==> src/rtl/uws_pkg.sv <==
package uws_pkg;
  typedef enum logic [1:0] {
    ST_IDLE   = 2'd0,
    ST_ACTIVE = 2'd1,
    ST_GAP    = 2'd2
  } uwsState_e;

  typedef struct packed {
    logic stallInc;
    logic stallClr;
    logic gapInc;
    logic gapClr;
  } uwsStrobe_t;
endpackage

==> src/rtl/uws_datapath.sv <==
module uws_datapath
  import uws_pkg::*;
#(
  parameter int SYNC_STAGES  = 2,
  parameter int STALL_CYCLES = 16,
  parameter int GAP_CYCLES   = 4
) (
  input  logic       clk,
  input  logic       rst,
  input  logic       mrdyAsync,
  input  uwsStrobe_t strobe,
  output logic       mrdySync,
  output logic       mrdyRise,
  output logic       stallDone,
  output logic       gapDone
);
  localparam int StallW = $clog2(STALL_CYCLES + 1);
  localparam int GapW   = $clog2(GAP_CYCLES + 1);
  localparam logic [StallW-1:0] StallLast = StallW'(STALL_CYCLES - 1);
  localparam logic [GapW-1:0]   GapLast   = GapW'(GAP_CYCLES - 1);

  logic [SYNC_STAGES:0] syncQ;
  logic [StallW-1:0]    stallCnt;
  logic [GapW-1:0]      gapCnt;

  // synchronizer chain plus one history flop for edge detection
  always_ff @(posedge clk) begin
    if (rst) syncQ <= '0;
    else     syncQ <= {syncQ[SYNC_STAGES-1:0], mrdyAsync};
  end

  assign mrdySync = syncQ[SYNC_STAGES-1];
  assign mrdyRise = syncQ[SYNC_STAGES-1] & ~syncQ[SYNC_STAGES];

  assign stallDone = strobe.stallInc && (stallCnt == StallLast);
  assign gapDone   = strobe.gapInc && (gapCnt == GapLast);

  always_ff @(posedge clk) begin
    if (rst || strobe.stallClr || stallDone) stallCnt <= '0;
    else if (strobe.stallInc)                stallCnt <= stallCnt + 1'b1;
  end

  always_ff @(posedge clk) begin
    if (rst || strobe.gapClr || gapDone) gapCnt <= '0;
    else if (strobe.gapInc)              gapCnt <= gapCnt + 1'b1;
  end

  // the gap timer only completes after being advanced on the previous cycle
  assert_gap_progress_R6: assert property (@(posedge clk) disable iff (rst)
    gapDone && (GAP_CYCLES > 1) |-> $past(strobe.gapInc));

  // the stall timer never completes unless the controller is advancing it
  assert_stall_gated_R5: assert property (@(posedge clk) disable iff (rst)
    stallDone |-> !strobe.stallClr);
endmodule

==> src/rtl/uws_control.sv <==
module uws_control
  import uws_pkg::*;
(
  input  logic       clk,
  input  logic       rst,
  input  logic       mrdySync,
  input  logic       mrdyRise,
  input  logic       dataPending,
  input  logic       uartBusy,
  input  logic       stallDone,
  input  logic       gapDone,
  output uwsStrobe_t strobe,
  output logic       srdy,
  output logic       txGrant,
  output logic       sleepOk
);
  uwsState_e state, stateNext;
  logic releaseOk;

  assign releaseOk = !mrdySync && !uartBusy && !dataPending;

  always_comb begin
    strobe    = '{stallInc: 1'b0, stallClr: 1'b1, gapInc: 1'b0, gapClr: 1'b1};
    stateNext = state;
    unique case (state)
      ST_IDLE: begin
        if (mrdyRise || dataPending) stateNext = ST_ACTIVE;
      end
      ST_ACTIVE: begin
        if (dataPending && !mrdySync) begin
          strobe.stallInc = 1'b1;
          strobe.stallClr = 1'b0;
        end
        if (stallDone)      stateNext = ST_GAP;
        else if (releaseOk) stateNext = ST_IDLE;
      end
      ST_GAP: begin
        strobe.gapInc = 1'b1;
        strobe.gapClr = 1'b0;
        if (gapDone) stateNext = ST_ACTIVE;
      end
      default: stateNext = ST_IDLE;
    endcase
  end

  always_ff @(posedge clk) begin
    if (rst) state <= ST_IDLE;
    else     state <= stateNext;
  end

  assign srdy    = (state == ST_ACTIVE);
  assign txGrant = srdy && mrdySync;
  assign sleepOk = (state == ST_IDLE) && releaseOk;

  // a new request edge while idle raises the ready line on the next edge
  assert_wake_R1: assert property (@(posedge clk) disable iff (rst)
    (state == ST_IDLE) && mrdyRise |=> srdy);

  // a release not caused by the deadlock timer needs peer low, UART idle, nothing pending
  assert_release_R3: assert property (@(posedge clk) disable iff (rst)
    $fell(srdy) && !$past(stallDone) |-> $past(!mrdySync && !uartBusy && !dataPending));

  // leaving the gap only happens when the gap timer completes
  assert_gap_exit_R6: assert property (@(posedge clk) disable iff (rst)
    $rose(srdy) && $past(state == ST_GAP) |-> $past(gapDone));
endmodule

==> src/rtl/uart_wake_slave.sv <==
module uart_wake_slave
  import uws_pkg::*;
#(
  parameter int SYNC_STAGES  = 2,
  parameter int STALL_CYCLES = 16,
  parameter int GAP_CYCLES   = 4
) (
  input  logic clk,
  input  logic rst,
  input  logic mrdyAsync,
  input  logic dataPending,
  input  logic uartBusy,
  output logic srdy,
  output logic txGrant,
  output logic sleepOk
);
  uwsStrobe_t strobe;
  logic mrdySync, mrdyRise, stallDone, gapDone;

  uws_datapath #(
    .SYNC_STAGES (SYNC_STAGES),
    .STALL_CYCLES(STALL_CYCLES),
    .GAP_CYCLES  (GAP_CYCLES)
  ) u_datapath (
    .clk      (clk),
    .rst      (rst),
    .mrdyAsync(mrdyAsync),
    .strobe   (strobe),
    .mrdySync (mrdySync),
    .mrdyRise (mrdyRise),
    .stallDone(stallDone),
    .gapDone  (gapDone)
  );

  uws_control u_control (
    .clk        (clk),
    .rst        (rst),
    .mrdySync   (mrdySync),
    .mrdyRise   (mrdyRise),
    .dataPending(dataPending),
    .uartBusy   (uartBusy),
    .stallDone  (stallDone),
    .gapDone    (gapDone),
    .strobe     (strobe),
    .srdy       (srdy),
    .txGrant    (txGrant),
    .sleepOk    (sleepOk)
  );

  // sleep permission and the ready line are never high together
  assert_sleep_exclusive_R4: assert property (@(posedge clk) disable iff (rst)
    sleepOk |-> !srdy && !txGrant);

  // a busy UART keeps the ready line from falling
  assert_busy_hold_R9: assert property (@(posedge clk) disable iff (rst)
    srdy && uartBusy && !stallDone |=> srdy);
endmodule

==> config.mk <==
export PLATFORM = sky130hd
export DESIGN_NAME = uart_wake_slave
export DESIGN_NICKNAME = d
export VERILOG_FILES = /design/src/rtl/uws_pkg.sv /design/src/rtl/uws_datapath.sv /design/src/rtl/uws_control.sv /design/src/rtl/uart_wake_slave.sv
export SDC_FILE = /design/constraint.sdc
export NUM_CORES = 1
export LEC_CHECK = 0
export ABC_CLOCK_PERIOD_IN_PS = 1550
export BUFFER_PORTS_ARGS = -buffer_cell sky130_fd_sc_hd__buf_4
export CORE_AREA = 4 4 42 44
export CTS_CLUSTER_DIAMETER = 120
export DETAILED_ROUTE_END_ITERATION = 8
export DIE_AREA = 0 0 46 48
export HOLD_SLACK_MARGIN = 0.12
export PLACE_DENSITY = 0.6
export SLEW_MARGIN = 20
export SYNTH_ARGS = -nofsm -noshare
export SYNTH_HDL_FRONTEND = slang
export SYNTH_SLANG_ARGS = --single-unit
==> constraint.sdc <==
create_clock -name clk -period 1.55 [get_ports clk]
set_clock_uncertainty 0.05 [all_clocks]
set_input_delay 0.0775 -clock clk [delete_from_list [all_inputs] [get_ports clk]]
set_output_delay 0.0775 -clock clk [all_outputs]
set_load 0.05 [all_outputs]
==> results_dict.tcl, run 1 <==
set metrics [dict create \
    status "complete, no violations" \
    hold_depth 4 \
    clkTransAtPathRegs_ps 80 \
    wl_um 885 \
    worstHoldPathType "in -> reg" \
    rows 14 \
    clock.fmax_ghz 0.691 \
    grt_overflow 0 \
    start_util_pct 37.2 \
    fin_cells 87 \
    synthDistinctLibCells 23 \
    synth_commonest_cells "dfxtp_1, nor2_1, ha_1, nor2b_1" \
    synth_area_sq_um 534 \
    yosys.area_share.simple_pct 30.9 \
    final_net_count 81 \
    io_pins 8 \
    synthAdderAreaFrac_pct 9.37 \
    wire_per_inst_um 10.2 \
    synthFlopType "dfxtp_1" \
    synth-xor-area-share_pct 3.28 \
    syn-num-nets 62 \
    htreeDepth 1 \
    grt_pass1_vias 360 \
    drc 0 \
    vias 402 \
    numCtsBuffers 3 \
    leakage_nw 0.298 \
    synth_compound_area_share_pct 5.62 \
    dp_slack_ps -23.0 \
    muxShareOfSynthArea_pct 0 \
    slew_viol_final 0 \
    grt_pass1_wl_um 1550 \
    final_antenna_net_count 0 \
    synth_edf_count 0 \
    drt_iter0_drc 3 \
    synth_most_common_cell "dfxtp_1" \
    clock_sinks 13 \
    cts_tree "built" \
    die-area_sq_mm 0.00221 \
    die_y_um 48 \
    synth_cells 53 \
    synthTopCellsByArea "dfxtp_1, ha_1, nor2b_1" \
    vias_per_cell 4.62 \
    cp-start-kind "register" \
    dp_cells 79 \
    antenna_found_initial 0 \
    synth_top_area_cell "dfxtp_1" \
    die_w_um 46 \
    slew_headroom_pct 81.2 \
    fin_crit_sh_pct 93.3 \
    worstSetupPathType "reg -> reg" \
    grt_max_degree 9 \
    synth_top_area_share_pct 48.7 \
    seq_area_frac_synth_pct 48.7 \
    syn2layout_area_growth_pct 37.9 \
    worst_pin_slew_ps 281 \
    irDropWorstVdd_uv 405 \
    n_antenna_cell 0 \
    maxCapViolCount 0 \
    firstDrtPassIters 2 \
    syn_avg_cell_area_sq_um 10.1 \
    p_per_area_mw_per_mm2 858 \
    cts_max_path_buffers 2 \
    critPathArrivalTime_ps 1610 \
    async_flop_share_pct 0 \
    period_minus_slack_ps 1450 \
    ys_warn_count 0 \
    hold_viol_final 0 \
    drive_above_1_share_pct 39.4 \
    core_area_sq_mm 0.00144 \
    setup_viol 0 \
    insertion_delay_ps 270 \
    io_buffers 7 \
    fin_total_pwr_mw 0.632 \
    cp_max_fo 4 \
    timing.hold.ws_ps 143 \
    cts_setup_buffers 0 \
    tns_ps 0 \
    track_usage_pct 10.6 \
    crit_path_end_kind "register" \
    place.gp.congestion 0.733 \
    root_buffer "clkbuf_4" \
    r2r_cells 6 \
    setup_ws_ps 104 \
    worst_ep_required_time_ps 1710 \
    synth_seq_cells 13 \
    synth_top_family_by_area "simple AND/OR/NAND/NOR gates" \
]
-- final timing paths --
path / from / endpoint / slack [ps]
max: u_datapath.stallCnt[0]$_SDFFE_PP0N_ / u_datapath.stallCnt[0]$_SDFFE_PP0N_ / 100
min: dataPending / u_control.state[0]$_SDFFE_PP0P_ / 140
max reg2reg: u_datapath.stallCnt[0]$_SDFFE_PP0N_ / u_datapath.stallCnt[0]$_SDFFE_PP0N_ / 100
min reg2reg: u_datapath.gapCnt[0]$_SDFFE_PP0P_ / u_datapath.gapCnt[0]$_SDFFE_PP0P_ / 390
-- metrics by stage --
step	utilization (%)	area, sq um
global route	51.3	737
detailed placement	44.3	636
global placement	44.3	636
floorplan	-	541
finish	51.3	737
CTS	49.0	703
-- flip-flops by register name, summed over array words and instances, names as in the netlist --
| name | flops |
|---|---|
| u_control.state | 2 |
| u_datapath.stallCnt | 5 |
| u_datapath.syncQ | 3 |
| u_datapath.gapCnt | 3 |
-- layer usage --
| metal | GRT usage, % | share of wire [%] | up-vias |
|---|---|---|---|
| li1 | - | - | 217 |
| met5 | 0 | 0 | - |
| met3 | 4.51 | 7.2 | 2 |
| met4 | 8.52 | 1.1 | 0 |
| met2 | 12.6 | 41 | 7 |
| met1 | 14.2 | 50 | 176 |
-- power breakdown --
part / total [mW] / leakage, nW / internal, mW / switching, mW
combinational: 0.0775 / 0.174 / 0.0360 / 0.0415
clock: 0.205 / 0.0177 / 0.0955 / 0.109
sequential: 0.350 / 0.107 / 0.342 / 0.00858
-- cell families after synthesis --
logic type / Yosys count
AO/OA/AOI/OAI: 4
buffers and inverters: 3
adder cells (fa/ha/maj): 4
flip-flops: 13
AND/OR/NAND/NOR: 27
XOR/XNOR: 2
-- final cells by class --
cell class	count	area [sq um]
Fill cell	141	699
Sequential cell	13	263
Tap cell	16	20.0
Clock inverter	1	5.00
Timing Repair Buffer	14	115
Inverter	3	11.3
Clock buffer	3	22.5
Multi-Input combinational cell	37	300
-- layout by cell type, fill, tap and decap left out, drive strengths merged, types with 2 or more instances in the layout --
cell type	netlist	layout
dfxtp	13	13
buf	0	10
nor2	9	9
nor2b	4	4
dlygate4sd3	0	4
ha	4	4
inv	3	3
clkbuf	0	3
nand2b	2	2
and3	2	2
nand2	2	2
-- worst max-delay path, stage by stage, from the launching register on --
cell and delay, ps:
dfxtp_2 330, ha_2 180, and3_4 170, ha_4 160, nor4b_4 280, nand2_2 110, nor2_1 110
-- what timing repair did --
| item | 4_1_cts | 5_1_grt |
|---|---|---|
| cloned | 0 | 0 |
| hold buffers | 4 | 0 |
| endpoints found under the setup margin | 4 | 6 |
| gates resized for setup | 0 | 8 |
| endpoints found under the hold margin | 8 | 0 |
| pin swaps | 2 | 7 |
(Power assumes the default switching activity.)
==> inputs of run 2 (changes only) <==
--- a/config.mk
+++ b/config.mk
@@ -5,14 +5,15 @@
 export SDC_FILE = /design/constraint.sdc
 export NUM_CORES = 1
 export LEC_CHECK = 0
+export ABC_AREA = 1
 export ABC_CLOCK_PERIOD_IN_PS = 1550
-export BUFFER_PORTS_ARGS = -buffer_cell sky130_fd_sc_hd__buf_4
-export CORE_AREA = 4 4 42 44
+export CORE_AREA = 4 4 43 45
 export CTS_CLUSTER_DIAMETER = 120
 export DETAILED_ROUTE_END_ITERATION = 8
-export DIE_AREA = 0 0 46 48
+export DIE_AREA = 0 0 47 49
+export DONT_BUFFER_PORTS = 1
 export HOLD_SLACK_MARGIN = 0.12
-export PLACE_DENSITY = 0.6
+export PLACE_DENSITY = 0.56
 export SLEW_MARGIN = 20
 export SYNTH_ARGS = -nofsm -noshare
 export SYNTH_HDL_FRONTEND = slang
==> results_dict.tcl, run 2 <==
set metrics [dict create \
    pwr-share-clk_pct 32.6 \
    regMostFlops "u_datapath.stallCnt" \
    power_frac_comb_pct 11.9 \
    io_buffers 0 \
    numCtsBuffers 3 \
    drt_iter0_drc 9 \
    rsz0062_at_grt "false" \
    syn-num-nets 83 \
    synth_most_common_cell "inv_1" \
    seq_power_share_pct 55.5 \
    intPower_mw 0.465 \
    worst_r2r_endpoint "u_control.state[0]$_SDFFE_PP0P_" \
    startpoint "u_control.state[1]$_SDFFE_PP0P_" \
    core_area_sq_mm 0.00147 \
    synthAdderAreaFrac_pct 8.70 \
    grt_pass1_vias 389 \
    period_minus_slack_ps 1420 \
    grt_pass1_wl_um 1510 \
    cts_max_path_buffers 2 \
    worstHoldEndpoint "u_control.state[0]$_SDFFE_PP0P_" \
    cp_max_fo 6 \
    swShare_pct 25.8 \
    cts_resized 0 \
    slew_headroom_pct 67.4 \
    largest_reg_flops 5 \
    track_usage_pct 9.32 \
    clock_sinks 13 \
    root_buffer "clkbuf_4" \
    dp_hpwl_um 691 \
    final_core_util_pct 45.3 \
    cts_tree "built" \
    clkTransAtPathRegs_ps 80 \
    p_per_area_mw_per_mm2 940 \
    wl_um 866 \
    die-area_sq_mm 0.00230 \
    dp_slack_ps 185 \
    final_antenna_net_count 0 \
    critPathArrivalTime_ps 1290 \
    insertion_delay_ps 270 \
    drc 0 \
    synthDistinctLibCells 19 \
    setup_viol 0 \
    final_net_count 93 \
    worstSetupPathType "reg -> out" \
    n_antenna_cell 0 \
    synth_compound_area_share_pct 5.00 \
    top_regs "u_datapath.stallCnt x5, u_datapath.gapCnt x3, u_datapath.syncQ x3" \
    crit_path_end_kind "output pin" \
    hold_depth 6 \
    syn2layout_area_growth_pct 15.9 \
    hold_viol_final 0 \
    start_util_pct 39.1 \
    hp-start "uartBusy" \
    synth_seq_cells 13 \
    clock.fmax_ghz 0.704 \
    status "complete, no violations" \
    grt_overflow 0 \
    fin_crit_sh_pct 91.7 \
    io_pins 8 \
    r2r_cells 9 \
    synth_cells 74 \
    synth_edf_count 0 \
    wire_per_inst_um 8.75 \
    synth_top_area_share_pct 45.2 \
    synth_commonest_cells "inv_1, dfxtp_1, nand2_1, nor2_1, ha_1" \
    worst_pin_slew_ps 491 \
    syn_avg_cell_area_sq_um 7.78 \
    die_y_um 49 \
    irDropWorstVdd_uv 368 \
    vias_per_cell 4.60 \
    tns_ps 0 \
    synth_top_area_cell "dfxtp_1" \
    rows 14 \
    leakage_nw 0.309 \
    rrSetupSlack_ps 190 \
    setup_ws_ps 129 \
    async_flop_share_pct 0 \
    worst_ep_required_time_ps 1420 \
    grt_max_degree 8 \
    layout_common_cells "inv_1, nand2_1, nor2_1, dfxtp_1, ha_1" \
    slew_viol_final 0 \
    synth_area_sq_um 576 \
    p_sw_mw 0.162 \
    place.gp.congestion 0.699 \
    synthTopCellsByArea "dfxtp_1, inv_1, ha_1" \
    antenna_found_initial 0 \
    synth-xor-area-share_pct 1.52 \
    drive_above_1_share_pct 12.0 \
    worstReg2RegStart "u_datapath.stallCnt[0]$_SDFFE_PP0N_" \
    htreeDepth 1 \
    muxShareOfSynthArea_pct 0 \
    final_common_cell "inv_1" \
    synthFlopType "dfxtp_1" \
    die_w_um 47 \
    maxCapViolCount 0 \
    cp-start-kind "register" \
    worstHoldPathType "in -> reg" \
    synth_top_family_by_area "simple AND/OR/NAND/NOR gates" \
    ys_warn_count 0 \
    yosys.area_share.simple_pct 29.8 \
    vias 455 \
    firstDrtPassIters 4 \
    seq_area_frac_synth_pct 45.2 \
]
==> run 2: cell count changes in the layout (fill, tap and decap cells not counted), moves of 3 or more <==
cell     delta
nor2b_1     -4
inv_1      +11
buf_4       -8
nor2_1      +7
nand2_1    +12
nor2_2      -3
==> run 2: cell families after synthesis <==
group | after synthesis
AOI/OAI and AO/OA | 5
xor gates and xnor gates | 1
adders and majority gates | 4
buffers and inverters | 15
DFF | 13
and+or+nand+nor | 36
==> run 2: worst max-delay path by stage <==
stage | cells past startpoint | to
5_1_grt | 9 | u_control.state[0]$_SDFFE_PP0P_
6_report | 2 | sleepOk
2_1_floorplan | 9 | u_control.state[0]$_SDFFE_PP0P_
3_5_place_dp | 9 | u_control.state[0]$_SDFFE_PP0P_
4_1_cts | 2 | sleepOk
3_3_place_gp | 7 | u_datapath.stallCnt[3]$_SDFFE_PP0N_
==> run 2: worst max-delay path: stages (launching register included) <==
cell,delay [ps]
dfxtp_1,390
nor2_1,150
and3_1,490
==> run 2: per-layer routing <==
layer	wire, um	share of wire [%]	GRT usage [%]	vias to the layer above
met5	0	0	0	-
met4	36	4.2	8.29	0
met3	43	5.0	3.32	4
met2	352	41	11.5	7
met1	434	50	12.0	197
li1	-	-	-	247
==> run 2: power groups by stage <==
| stage | combinational (mW) | clock, mW | sequential [mW] |
|---|---|---|---|
| after floorplan | 0.0550 | 0 | 0.354 |
| after global placement | 0.0659 | 0 | 0.356 |
| after detailed placement | 0.0672 | 0 | 0.356 |
| after CTS | 0.0751 | 0.216 | 0.348 |
| after global routing | 0.0836 | 0.236 | 0.350 |
| final | 0.0743 | 0.205 | 0.348 |
==> run 2: metrics by stage <==
stage / instance area (sq um) / std cells / hold WS [ps] / power, mW
5_1_grt: 667 / 99 / 239 / 0.669
4_1_cts: 667 / 99 / 122 / 0.639
2_1_floorplan: 576 / 74 / 96.6 / 0.409
3_5_place_dp: 611 / 92 / 99.5 / 0.423
3_3_place_gp: 611 / 92 / 98.3 / 0.422
6_report: 667 / 99 / 128 / 0.627
==> run 2: cell type report <==
| cell class | instances | area, sq um |
|---|---|---|
| Fill cell | 156 | 805 |
| Timing Repair Buffer | 5 | 45.0 |
| Inverter | 15 | 56.3 |
| Sequential cell | 13 | 260 |
| Clock buffer | 4 | 26.3 |
| Tap cell | 16 | 20.0 |
| Multi-Input combinational cell | 46 | 259 |
==> run 2: timing repair <==
item / in CTS / in global routing
endpoints found under the hold margin: 13 / 0
hold buffers: 3 / 0
setup buffers: 0 / 0
